==> src/rtl/eep_tgt_pkg.sv <==
package eep_tgt_pkg;
    localparam logic [3:0] DEV_PREFIX = 4'b1010;

    typedef enum logic [3:0] {
        ST_IDLE, ST_DEV, ST_DEV_ACK, ST_AHI, ST_AHI_ACK, ST_ALO,
        ST_ALO_ACK, ST_WDAT, ST_WDAT_ACK, ST_RDAT, ST_RD_ACK
    } tgt_state_t;
endpackage

==> src/rtl/i2c_bus_cond.sv <==
module i2c_bus_cond (
    input  logic clk,
    input  logic rst_n,
    input  logic scl_i,
    input  logic sda_i,
    output logic scl_rise,
    output logic scl_fall,
    output logic start_det,
    output logic stop_det
);
    logic scl_q;
    logic sda_q;

    always_ff @(posedge clk or negedge rst_n) begin
        if (!rst_n) begin
            scl_q <= 1'b1;
            sda_q <= 1'b1;
        end else begin
            scl_q <= scl_i;
            sda_q <= sda_i;
        end
    end

    always_comb begin
        scl_rise  = scl_i & ~scl_q;
        scl_fall  = ~scl_i & scl_q;
        start_det = scl_i & scl_q & sda_q & ~sda_i;
        stop_det  = scl_i & scl_q & ~sda_q & sda_i;
    end
endmodule

==> src/rtl/eep_addr_ctr.sv <==
module eep_addr_ctr #(
    parameter int ADDR_W = 15,
    parameter int PAGE_W = 6
) (
    input  logic              clk,
    input  logic              rst_n,
    input  logic              load,
    input  logic [ADDR_W-1:0] load_val,
    input  logic              step_seq,
    input  logic              step_page,
    output logic [ADDR_W-1:0] addr_o
);
    localparam int PW = (PAGE_W < ADDR_W) ? PAGE_W : ADDR_W;
    localparam logic [ADDR_W-1:0] ONE_A = 1;
    localparam logic [PW-1:0]     ONE_P = 1;

    logic [ADDR_W-1:0] ctr;
    logic [ADDR_W-1:0] page_next;

    generate
        if (PW == ADDR_W) begin : g_flat
            assign page_next = ctr + ONE_A;
        end else begin : g_paged
            assign page_next = {ctr[ADDR_W-1:PW], ctr[PW-1:0] + ONE_P};
        end
    endgenerate

    always_ff @(posedge clk or negedge rst_n) begin
        if (!rst_n)         ctr <= '0;
        else if (load)      ctr <= load_val;
        else if (step_page) ctr <= page_next;
        else if (step_seq)  ctr <= ctr + ONE_A;
    end

    assign addr_o = ctr;
endmodule

==> src/rtl/eep_i2c_target.sv <==
module eep_i2c_target #(
    parameter int ADDR_W = 15,
    parameter int PAGE_W = 6
) (
    input  logic              clk,
    input  logic              rst_n,
    input  logic              scl_i,
    input  logic              sda_i,
    output logic              sda_oe,
    input  logic [2:0]        dev_sel,
    input  logic              wp_i,
    input  logic              busy_i,
    output logic              wr_en,
    output logic [ADDR_W-1:0] wr_addr,
    output logic [7:0]        wr_data,
    output logic              wr_go,
    output logic [ADDR_W-1:0] rd_addr,
    input  logic [7:0]        rd_data
);
    import eep_tgt_pkg::*;

    localparam int HI_W = ADDR_W - 8;

    tgt_state_t        state, nxt;
    logic              scl_rise, scl_fall, start_det, stop_det;
    logic [7:0]        shreg;
    logic [3:0]        bcnt;
    logic [HI_W-1:0]   hi_q;
    logic              wp_q, wrote_q, mack_q;
    logic              ctr_load, ctr_seq, ctr_page;
    logic [ADDR_W-1:0] ctr;
    logic              byte_done, dev_hit, rx_state;

    i2c_bus_cond u_cond (
        .clk(clk), .rst_n(rst_n), .scl_i(scl_i), .sda_i(sda_i),
        .scl_rise(scl_rise), .scl_fall(scl_fall),
        .start_det(start_det), .stop_det(stop_det)
    );

    eep_addr_ctr #(.ADDR_W(ADDR_W), .PAGE_W(PAGE_W)) u_ctr (
        .clk(clk), .rst_n(rst_n), .load(ctr_load), .load_val({hi_q, shreg}),
        .step_seq(ctr_seq), .step_page(ctr_page), .addr_o(ctr)
    );

    assign byte_done = scl_fall && (bcnt == 4'd8);
    assign dev_hit   = (shreg[7:1] == {DEV_PREFIX, dev_sel}) && !busy_i;
    assign rx_state  = (state == ST_DEV) || (state == ST_AHI) ||
                       (state == ST_ALO) || (state == ST_WDAT);

    always_comb begin
        nxt = state;
        if (stop_det) begin
            nxt = ST_IDLE;
        end else if (start_det) begin
            nxt = ST_DEV;
        end else if (scl_fall) begin
            unique case (state)
                ST_IDLE:     nxt = ST_IDLE;
                ST_DEV:      if (bcnt == 4'd8) nxt = dev_hit ? ST_DEV_ACK : ST_IDLE;
                ST_DEV_ACK:  nxt = shreg[0] ? ST_RDAT : ST_AHI;
                ST_AHI:      if (bcnt == 4'd8) nxt = ST_AHI_ACK;
                ST_AHI_ACK:  nxt = ST_ALO;
                ST_ALO:      if (bcnt == 4'd8) nxt = ST_ALO_ACK;
                ST_ALO_ACK:  nxt = ST_WDAT;
                ST_WDAT:     if (bcnt == 4'd8) nxt = wp_q ? ST_IDLE : ST_WDAT_ACK;
                ST_WDAT_ACK: nxt = ST_WDAT;
                ST_RDAT:     if (bcnt == 4'd7) nxt = ST_RD_ACK;
                ST_RD_ACK:   nxt = mack_q ? ST_RDAT : ST_IDLE;
                default:     nxt = ST_IDLE;
            endcase
        end
    end

    always_ff @(posedge clk or negedge rst_n) begin
        if (!rst_n) state <= ST_IDLE;
        else        state <= nxt;
    end

    always_ff @(posedge clk or negedge rst_n) begin
        if (!rst_n) begin
            shreg   <= '0;
            bcnt    <= '0;
            hi_q    <= '0;
            wp_q    <= 1'b0;
            wrote_q <= 1'b0;
            mack_q  <= 1'b0;
            wr_en   <= 1'b0;
            wr_addr <= '0;
            wr_data <= '0;
            wr_go   <= 1'b0;
        end else begin
            wr_en <= 1'b0;
            wr_go <= 1'b0;
            if (stop_det) begin
                bcnt    <= '0;
                wr_go   <= wrote_q;
                wrote_q <= 1'b0;
            end else if (start_det) begin
                bcnt <= '0;
            end else if (scl_rise) begin
                if (rx_state) begin
                    shreg <= {shreg[6:0], sda_i};
                    bcnt  <= bcnt + 4'd1;
                end
                if (state == ST_RD_ACK) mack_q <= !sda_i;
            end else if (scl_fall) begin
                if (rx_state && bcnt == 4'd8) bcnt <= '0;
                if (state == ST_AHI && bcnt == 4'd8) hi_q <= shreg[HI_W-1:0];
                if (state == ST_ALO_ACK) wp_q <= wp_i;
                if (state == ST_WDAT && bcnt == 4'd8 && !wp_q) begin
                    wr_en   <= 1'b1;
                    wr_addr <= ctr;
                    wr_data <= shreg;
                    wrote_q <= 1'b1;
                end
                if ((state == ST_DEV_ACK && shreg[0]) || (state == ST_RD_ACK && mack_q)) begin
                    shreg <= rd_data;
                    bcnt  <= '0;
                end
                if (state == ST_RDAT) begin
                    shreg <= {shreg[6:0], 1'b1};
                    bcnt  <= (bcnt == 4'd7) ? 4'd0 : bcnt + 4'd1;
                end
            end
        end
    end

    always_comb begin
        ctr_load = byte_done && (state == ST_ALO) && !stop_det && !start_det;
        ctr_page = byte_done && (state == ST_WDAT) && !wp_q && !stop_det && !start_det;
        ctr_seq  = scl_fall && (state == ST_RDAT) && (bcnt == 4'd7);
        unique case (state)
            ST_DEV_ACK, ST_AHI_ACK, ST_ALO_ACK, ST_WDAT_ACK: sda_oe = 1'b1;
            ST_RDAT:                                          sda_oe = !shreg[7];
            default:                                          sda_oe = 1'b0;
        endcase
        rd_addr = ctr;
    end
endmodule

==> config.mk <==
export PLATFORM = sky130hd
export DESIGN_NAME = eep_i2c_target
export DESIGN_NICKNAME = d
export VERILOG_FILES = /design/src/rtl/eep_tgt_pkg.sv /design/src/rtl/i2c_bus_cond.sv /design/src/rtl/eep_addr_ctr.sv /design/src/rtl/eep_i2c_target.sv
export SDC_FILE = /design/constraint.sdc
export NUM_CORES = 1
export LEC_CHECK = 0
export BUFFER_PORTS_ARGS = -buffer_cell sky130_fd_sc_hd__buf_2
export CORE_MARGIN = 8
export CORE_UTILIZATION = 32
export CTS_CLUSTER_DIAMETER = 150
export DETAILED_ROUTE_END_ITERATION = 8
export HOLD_SLACK_MARGIN = 0.1
export SLEW_MARGIN = 20
export SYNTH_ARGS = -nofsm -noshare
export SYNTH_HDL_FRONTEND = slang
export SYNTH_SLANG_ARGS = --single-unit
export TNS_END_PERCENT = 5
==> constraint.sdc <==
create_clock -name clk -period 2.8 [get_ports clk]
set_input_delay 0.14 -clock clk [delete_from_list [all_inputs] [get_ports clk]]
set_output_delay 0.14 -clock clk [all_outputs]
set_load 0.005 [all_outputs]
# Yosys cells after proc, flatten, opt, wreduce, memory -nomap -nowiden
# Cells that the tools add are included.
# classes
n_eq_ne	23
mux	42
add_sub_neg	3
n_reduce_logical	47
bitwise	14
# ops
operator	n
4-bit 2-to-1 mux	20
15-bit 2-to-1 mux	3
8-bit 2-to-1 mux	5
4-bit one-hot mux with 9 select lines	1
4-bit by 3-bit equality test with 1-bit output (second input constant)	5
5-bit AND reduction	4
1-bit logical AND	17
4-bit equality test (second input constant)	4
4-bit inequality test (second input constant)	4
15-bit by 1-bit adder with 15-bit output (second input constant)	1
1-bit 2-to-1 mux	11
3-bit nonzero test	3
4-bit by 2-bit equality test with 1-bit output (second input constant)	2
4-bit AND reduction	2
2-bit nonzero test	4
1-bit AND	7
7-bit equality test	1
1-bit inverter	7
6-bit by 1-bit adder with 6-bit output (second input constant)	1
1-bit zero test	6
2-bit by 1-bit inequality test with 1-bit output (second input constant)	3
6-bit AND reduction	1
6-bit nonzero test	1
4-bit by 1-bit adder with 4-bit output (second input constant)	1
other kinds (12)	15
# totals
reg_bits	68
out_inout_bits	41

# Depth between registers and ports, before layout
# Gate-level depths: netlist of run 1.
# depth
ltp_word	12
mapped_depth	9
mapped_depth_nobuf	7

# By module
# From an unflattened synthesis of run 1, not the netlist that was laid out.
# unflattened
hier_cells	315
area_unflattened_um2	3445.8
# modules_own_cells
mod	instances	area_per_inst_um2	cells_each
eep_i2c_target	1	2504.9	221
eep_addr_ctr	1	855.8	88
i2c_bus_cond	1	85.1	6

# Least setup slack after synthesis of run 1
# No wires, ideal clock.
# synth_timing
kind	flip-flop to flip-flop
start	register u_cond.scl_q
end	register shreg[0]
slack_ns	0.589
synth_period_minus_slack_ns	2.211
path_stages_with_launch	7
arrival_ns	2.086
t_required_ns	2.675
setup_ns	0.125
cell_sequence	dfstp_2 inv_1 ha_1 or4b_1 o22a_1 a211oi_4 mux2_2
# synth_via
elab_chain_cells	5
word_cells_on_any_way	15
classes_between	1 x eq/ne; 1 x mux; 10 x bitwise; 3 x reduce/logical
# synth_lines
element	line_no	rtl
start, declared	i2c_bus_cond.sv:11	logic scl_q;
start signal, assigned	i2c_bus_cond.sv:19	scl_q <= scl_i;
1-bit AND	i2c_bus_cond.sv:27, i2c_bus_cond.sv:28	
1-bit AND (on tied branches) (2 in a row)	i2c_bus_cond.sv:28, i2c_bus_cond.sv:27	
1-bit inverter (no line)	-	
5-bit AND reduction (no line)	-	
end signal, assigned	eep_i2c_target.sv:102	shreg <= {shreg[6:0], sda_i};
end signal, assigned	eep_i2c_target.sv:117	shreg <= rd_data;
end signal, assigned	eep_i2c_target.sv:121	shreg <= {shreg[6:0], 1'b1};
end, declared	eep_i2c_target.sv:26	logic [7:0] shreg;
# Several ways; a longest one is shown, not always the timed one.
# A chain may end at the register's enable or synchronous reset.

# Worst setup path after layout of run 1
# layout_timing
start	register u_cond.scl_q
end	register shreg[3]
# Same word-level chain as after synthesis.

==> results.json, run 1 <==
{
  "yosysTopAreaCell": "dfrtp_1",
  "dieArea_um2": 14600,
  "max_slew_margin": 0.546,
  "critPathKind": "register to register",
  "placed_area_um2": 3980,
  "rrSetupSlack_ns": 0.42,
  "cts_htree_levels": 3,
  "clkSinkCount": 68,
  "tritoncts": "done",
  "ys_warn_count": 0,
  "ys_seq_elements": 68,
  "drv_slew": 0,
  "ir_worst_vdd_v": 0.000353,
  "synthesis.nets": 350,
  "rr_endpoint": "shreg[3]",
  "worst_slack_ns": 0.417,
  "grt_usage": 0.125,
  "endpoint_kind": "register",
  "hold_path.class": "input pin to register",
  "syn_inst": 327,
  "drive_above_1_share": 0.305,
  "fin_crit_sh": 0.851,
  "cap_violations": 0,
  "reg2reg_depth": 8,
  "rsz0062_at_grt": "false",
  "viasPerCell": 5.18,
  "numPortBuffers": 57,
  "first_pass_iters": 4,
  "yosys.area.top_type_share": 0.469,
  "cts_made_buffers": 9,
  "dpl.cell_count": 519,
  "cts_buffer_depth": 2,
  "outcome": "finished, final reports clean",
  "initial_core_util": 0.326,
  "first_global_vias": 2818,
  "finClkSkew_ns": 0.0102,
  "max_freq_mhz": 420,
  "grt_pass1_wl_mm": 14.4,
  "io_pins": 58,
  "worstPathMaxFanout": 14,
  "crit_required_ns": 3.08,
  "crit_start": "u_cond.scl_q",
  "worstMarginPinSlew_ns": 0.675,
  "nNetsFinal": 422,
  "netlist_area_um2": 3520,
  "place.gp.congestion": 0.881,
  "ant_nets": 0,
  "fillers": 1062,
  "drt-initial-drc-count": 135,
  "synth-async-reset-ratio": 1.00,
  "syn_area_per_cell_um2": 10.8,
  "power_leakage_nw": 2.11,
  "wl_per_cell_um": 16.3,
  "routed_wl_mm": 8.87,
  "dp_hpwl_mm": 6.51,
  "ys_top_cells_by_area": "dfrtp_1 (47%), mux2_2 (10%), mux2i_1 (2.8%), a21oi_1 (2.4%), nand2_1 (2.2%)",
  "fin_hold_ws_ns": 0.120,
  "synth-edff-count": 0,
  "num_rows": 38,
  "antenna_found_initial": 0,
  "path_buf_inv": 2,
  "path_delay_family": "compound AO/OA/AOI/OAI gates",
  "setup_viol": 0,
  "crit_path_max_incr_delay_ns": 0.54,
  "drc": 0,
  "stdcell_count": 543,
  "syn_to_final_growth_pct": 20.9,
  "grt-ovfl-total": 0,
  "clock_latency_ns": 0.34,
  "path_depth": 8,
  "yosysUniqueCellTypes": 56,
  "multi_input_area_um2": 1710,
  "r2r_start": "u_cond.scl_q",
  "die_y_um": 121,
  "synthFlopType": "dfrtp_1",
  "die_w_um": 121,
  "post-route-min-period_ns": 2.38,
  "arrival_ns": 2.66,
  "power_density_nw_per_um2": 681,
  "path_clk_slew_ns": 0.08,
  "place_ws_ns": 0.431,
  "diodes": 0,
  "cp_cell_sequence": "inv_1 > ha_1 > or4b_1 > o22a_1 > a211oi_4 > buf_4 > nor2_1 > a21oi_1",
  "ctsResizeCount": 0,
  "grt_max_degree": 45,
  "seq_area_um2": 1700,
  "root_buffer": "clkbuf_8",
  "start_kind": "register",
  "ys_seq_area_frac": 0.484,
  "crit_path_top_delay_cell": "dfstp_2",
  "num_vias": 2814,
  "core_area_um2": 10800,
  "endpoint": "shreg[3]",
  "hold_violations": 0,
  "finalSetupTns_ns": 0,
  "finalInstanceArea_um2": 4260
}
-- cells by family after synthesis --
group / count (synthesis) / synth area share
and+or+nand+nor: 104 / 0.160
AOI/OAI and AO/OA: 74 / 0.152
DFF: 68 / 0.484
muxes: 42 / 0.131
buffers and inverters: 25 / 0.0320
xor gates and xnor gates: 8 / 0.0199
adders and majority gates: 6 / 0.0213
-- worst min-delay path by stage --
stage / from / depth (start not counted) / slack (ns) / end
2_1_floorplan: rst_n / 0 / -0.16 / bcnt[0]
3_3_place_gp: rst_n / 2 / 0.16 / wr_addr[0]
3_5_place_dp: rst_n / 2 / 0.17 / wr_addr[0]
4_1_cts: rd_data[6] / 3 / 0.11 / shreg[6]
5_1_grt: rd_data[6] / 3 / 0.13 / shreg[6]
6_report: rd_data[6] / 3 / 0.12 / shreg[6]
-- repair_timing --
action | in CTS | in global routing
hold endpoints to repair | 77 | 0
buffers inserted | 0 | 0
hold buffers | 9 | 0
-- cell usage after synthesis (all sizes together) (7+ instances only) --
cell / n
inv: 11
mux2: 32
nand2: 23
nor2b: 8
a21oi: 20
and2: 7
nand3: 11
dfrtp: 66
o21ai: 12
mux2i: 10
buf: 10
nor2: 20
-- stage by stage --
stage / total power [mW] / util
6_report: 2.90 / 0.395
4_1_cts: 2.93 / 0.395
2_1_floorplan: 1.83 / -
3_5_place_dp: 2.12 / 0.369
3_3_place_gp: 2.10 / 0.369
5_1_grt: 3.08 / 0.395
-- placed cells by master (no fill, tap or decap), drive strengths merged, types with 4 or more instances in the layout --
master	n
dfrtp	66
nor2b	8
a21oi	20
and3	6
nand2	23
nor3	6
o21ai	12
inv	11
xor2	6
ha	6
nand2b	4
buf	66
nand3	11
mux2	32
and2	7
dlygate4sd3	9
mux2i	10
nor2	20
o2bb2ai	5
o211ai	5
clkbuf	10
-- final cells by class --
| class | instances | share of cell area |
|---|---|---|
| clock buffer | 10 | 0.0323 |
| clock inverter | 5 | 0.0123 |
| inverter | 11 | 0.00969 |
| multi-input combinational | 234 | 0.401 |
| timing repair buffer | 75 | 0.104 |
| sequential | 68 | 0.400 |
| tap | 140 | 0.0411 |
-- power breakdown --
group	switching [mW]	internal (mW)	leakage, nW
registers	0.322	1.13	0.903
clock network	0.366	0.426	0.0979
logic	0.335	0.326	1.10
-- state kept, by name, indices dropped and copies added, names as in the netlist --
name,cells
mack_q,1
u_cond.sda_q,1
wr_data,8
shreg,8
wr_go,1
wrote_q,1
wr_addr,15
hi_q,7
u_ctr.addr_o,15
wp_q,1
state,4
u_cond.scl_q,1
bcnt,4
wr_en,1
-- layer usage --
metal | vias to the layer above | part of all wire | global-route usage
met4 | 0 | 0.017 | 0.0507
met5 | - | 0 | 0
met2 | 84 | 0.45 | 0.190
li1 | 1337 | - | -
met1 | 1378 | 0.46 | 0.161
met3 | 15 | 0.065 | 0.0368
-- worst min-delay path, delay by kind of cell --
| family | cells | cell delay (ns) |
|---|---|---|
| compound gates | 1 | 0.13 |
| buf+inv | 1 | 0.08 |
| mux | 1 | 0.07 |
Note: power is estimated with default switching activity, not from simulation.
==> inputs of run 2 (changes only) <==
CORE_ASPECT_RATIO = 2   (was default)
CORE_UTILIZATION = 44   (was 32)
PLACE_DENSITY = 0.65   (was default)
==> results.json, run 2 (synthesis gave the netlist of run 1 again) <==
{
  "outcome": "finished, final reports clean",
  "seq_area_um2": 1700,
  "cts_buffer_depth": 2,
  "ant_nets": 0,
  "clockPowerShare": 0.351,
  "clkSinkCount": 68,
  "grt-ovfl-total": 0,
  "cts_htree_levels": 3,
  "final_cell_mix": "dfrtp_1 (66), buf_2 (57), mux2_2 (32)",
  "fillers": 728,
  "hold_depth": 3,
  "cts_made_buffers": 9,
  "postCtsSetupBuffers": 0,
  "worstPathMaxFanout": 26,
  "power_density_nw_per_um2": 768,
  "drv_slew": 0,
  "internal_power_mw": 2.21,
  "ctsResizeCount": 0,
  "numPortBuffers": 57,
  "hold_path.class": "input pin to register",
  "worstMarginPinSlew_ns": 0.803,
  "first_global_vias": 2908,
  "drt-initial-drc-count": 181,
  "nNetsFinal": 416,
  "grt_usage": 0.160,
  "drive_above_1_share": 0.309,
  "hold_violations": 0,
  "tritoncts": "done",
  "power_mw": 3.29,
  "grt_max_degree": 36,
  "cap_violations": 0,
  "num_rows": 46,
  "path_clk_slew_ns": 0.05,
  "arrival_ns": 2.60,
  "switchingPower_mw": 1.08,
  "finalSetupTns_ns": 0,
  "fin_crit_sh": 0.853,
  "rsz0062_at_grt": "false",
  "max_freq_mhz": 419,
  "viasPerCell": 5.70,
  "power_leakage_nw": 2.14,
  "clock_latency_ns": 0.33,
  "finClkSkew_ns": 0.00505,
  "drc": 0,
  "root_buffer": "clkbuf_16",
  "reg2reg_depth": 6,
  "dieArea_um2": 11300,
  "diodes": 0,
  "final_common_cell": "dfrtp_1",
  "multi_input_area_um2": 1710,
  "hold_buffers": 4,
  "seqPwrFrac": 0.426,
  "max_slew_margin": 0.464,
  "setup_viol": 0,
  "start_kind": "register",
  "io_pins": 58,
  "crit_required_ns": 3.01,
  "combPwrFrac": 0.223,
  "initial_core_util": 0.450,
  "ir_worst_vdd_v": 0.000534,
  "first_pass_iters": 4,
  "endpoint_kind": "register",
  "grt_pass1_wl_mm": 14.3,
  "place.gp.congestion": 0.882,
  "syn_to_final_growth_pct": 21.6,
  "antenna_found_initial": 0,
  "wl_per_cell_um": 17.8,
  "critPathKind": "register to register",
  "routed_wl_mm": 8.81,
  "rrSetupSlack_ns": 0.41,
  "die_y_um": 143,
  "post-route-min-period_ns": 2.39,
  "dp_hpwl_mm": 6.52,
  "num_vias": 2814,
  "die_w_um": 79.3,
  "core_area_um2": 7830,
  "netSwitchingFraction": 0.328
}
-- run 2: changes by cell type in the layout (fill, tap and decap cells not counted) --
| cell | delta |
|---|---|
| dlygate4sd3_1 | -5 |
| clkbuf_16 | +9 |
| clkinv_2 | -2 |
| clkinv_4 | +2 |
| clkbuf_8 | -8 |
| buf_4 | -2 |
| buf_12 | +1 |
-- run 2: metal layers --
| layer | GRT usage | routed length (um) |
|---|---|---|
| met4 | 0.0669 | 153 |
| met2 | 0.263 | 4300 |
| met5 | 0 | 0 |
| met1 | 0.186 | 3830 |
| met3 | 0.0494 | 530 |
-- run 2: per-stage QoR --
step | cells | utilization | area, um^2 | worst slack (ns) | hold WS, ns
3_3_place_gp | 474 | 0.502 | 3930 | 0.512 | 0.262
3_5_place_dp | 474 | 0.502 | 3930 | 0.397 | 0.275
5_1_grt | 494 | 0.547 | 4280 | 0.219 | 0.132
6_report | 494 | 0.547 | 4280 | 0.412 | 0.107
2_1_floorplan | 327 | - | 3520 | 0.589 | -0.156
4_1_cts | 494 | 0.547 | 4280 | 0.388 | 0.104
-- run 2: cell type report --
cell class / count / share of cell area
multi-input combinational: 234 / 0.398
tap: 96 / 0.0280
clock inverter: 5 / 0.0140
clock buffer: 11 / 0.0590
timing repair buffer: 69 / 0.0929
sequential: 68 / 0.398
inverter: 11 / 0.00964
-- run 2: final timing paths --
path                                  start               end
max in group asynchronous             rst_n  u_ctr.addr_o[10]
min in group asynchronous             rst_n             wr_go
worst min-delay path             rd_data[1]          shreg[1]
worst min register to register  wr_addr[10]       wr_addr[10]
worst max-delay path                bcnt[0]        wr_data[5]
worst max register to register      bcnt[0]        wr_data[5]
-- run 2: power by group through the flow --
stage	logic, mW	registers [mW]	clock network (mW)
final	0.732	1.40	1.15
after global routing	0.814	1.43	1.21
after CTS	0.733	1.40	1.18
after floorplan	0.546	1.29	0
after global placement	0.698	1.41	0
after detailed placement	0.726	1.42	0
-- run 2: critical path: stages (launching register included) --
cell and delay, ns:
dfrtp_1 0.42, inv_1 0.08, ha_1 0.16, nand3b_1 0.17, a211oi_4 0.47, nand2_2 0.52, mux2_2 0.45
==> inputs of run 3 (changes only) <==
CELL_PAD_IN_SITES_DETAIL_PLACEMENT = 0   (was default)
CELL_PAD_IN_SITES_GLOBAL_PLACEMENT = 1   (was default)
PLACE_DENSITY = 0.79   (was 0.65)
==> results.json, run 3 (synthesis gave the netlist of run 1 again) <==
{
  "crit_required_ns": 3.05,
  "finalInstanceArea_um2": 4330,
  "num_rows": 46,
  "power_density_nw_per_um2": 801,
  "path_delay_family": "compound AO/OA/AOI/OAI gates",
  "io_pins": 58,
  "power_mw": 3.47,
  "dp_hpwl_mm": 6.25,
  "die_w_um": 79.3,
  "num_vias": 2781,
  "max_slew_margin": 0.482,
  "syn_to_final_growth_pct": 22.9,
  "clkSinkCount": 68,
  "placed_area_um2": 3920,
  "ant_nets": 0,
  "drv_slew": 0,
  "power_leakage_nw": 2.16,
  "root_buffer": "clkbuf_16",
  "hold_path.class": "input pin to register",
  "max_freq_mhz": 423,
  "drt-initial-drc-count": 255,
  "seqPwrFrac": 0.417,
  "switchingPower_mw": 1.03,
  "worst_hold_startpoint": "rd_data[4]",
  "r2r_start": "u_cond.scl_q",
  "post-route-min-period_ns": 2.37,
  "worstMarginPinSlew_ns": 0.776,
  "crit_path_top_delay_cell": "dfstp_2",
  "grt_pass1_wl_mm": 14.5,
  "top_layer": "met4",
  "initial_core_util": 0.450,
  "hold_violations": 0,
  "clock_latency_ns": 0.33,
  "ctsResizeCount": 0,
  "setup_viol": 0,
  "core_area_um2": 7830,
  "nNetsFinal": 415,
  "tritoncts": "done",
  "final_common_cell": "dfrtp_1",
  "crit_start": "u_cond.scl_q",
  "path_buf_inv": 2,
  "cap_violations": 0,
  "drive_above_1_share": 0.302,
  "grt-ovfl-total": 0,
  "wl_met1_mm": 3.69,
  "arrival_ns": 2.62,
  "antenna_found_initial": 0,
  "cp_cell_sequence": "inv_1 > ha_1 > or4b_1 > o22a_1 > a211oi_4 > buf_4 > nor2_1 > a21oi_1",
  "numPortBuffers": 57,
  "cts_made_buffers": 9,
  "die_y_um": 143,
  "internal_power_mw": 2.44,
  "diodes": 0,
  "routed_wl_mm": 8.54,
  "fin_hold_ws_ns": 0.123,
  "dieArea_um2": 11300,
  "start_kind": "register",
  "outcome": "finished, final reports clean",
  "wl_per_cell_um": 17.3,
  "grt_usage": 0.164,
  "cts_htree_levels": 3,
  "place.gp.congestion": 0.884,
  "final_cell_mix": "dfrtp_1 (66), buf_2 (57), mux2_2 (32)",
  "cts_buffer_depth": 2,
  "finish.utilization": 0.553,
  "route.met2.wl_mm": 4.10,
  "netSwitchingFraction": 0.297,
  "finalSetupTns_ns": 0,
  "first_global_vias": 2926,
  "fin_crit_sh": 0.845,
  "ir_worst_vdd_v": 0.000387,
  "worstPathMaxFanout": 14,
  "crit_path_max_incr_delay_ns": 0.54,
  "finClkSkew_ns": 0.00500,
  "critPathKind": "register to register",
  "combPwrFrac": 0.187,
  "grt_max_degree": 37,
  "drc": 0,
  "path_clk_slew_ns": 0.05,
  "rsz0062_at_grt": "false",
  "clockPowerShare": 0.396,
  "first_pass_iters": 5,
  "endpoint_kind": "register",
  "viasPerCell": 5.64,
  "met3_length_um": 620
}
run 3: worst min-delay path, cell delays in order:
cell	delay [ns]
buf_2	0.07
mux2i_1	0.07
a21oi_2	0.13
run 3: power groups by stage:
stage	sequential [mW]	combinational [mW]	clock, mW
floorplan	1.29	0.546	0
global placement	1.45	0.631	0
detailed placement	1.46	0.646	0
CTS	1.44	0.655	1.40
global route	1.48	0.741	1.44
finish	1.44	0.649	1.37
run 3: what timing repair did:
action / in CTS / in global routing
buffers inserted: 0 / 0
hold buffers: 4 / 0
endpoints found under the hold margin: 36 / 0
run 3: path summary, 6_finish.rpt:
kind,to,slack (ns),depth (start not counted)
max,shreg[7],0.43,8
min,shreg[4],0.12,3
max reg2reg,shreg[7],0.43,8
min reg2reg,u_ctr.addr_o[8],0.48,2
max in group asynchronous,u_cond.sda_q,1.68,3
min in group asynchronous,wr_go,0.42,2
run 3: layout make-up:
cell class | instances | area, um^2
fill | 704 | 3500
multi-input combinational | 234 | 1710
sequential | 68 | 1700
timing repair buffer | 68 | 390
clock buffer | 12 | 246
clock inverter | 4 | 120
tap | 96 | 120
inverter | 11 | 41.3
run 3: metal layers:
metal / GRT usage / up-vias
li1: - / 1334
met1: 0.199 / 1324
met2: 0.247 / 113
met3: 0.0462 / 10
met4: 0.106 / 0
met5: 0 / -
run 3: stage by stage:
step,instances,worst slack [ns]
after floorplan,327,0.589
after global placement,473,0.519
after detailed placement,473,0.451
after CTS,493,0.428
after global routing,493,0.272
final,493,0.433
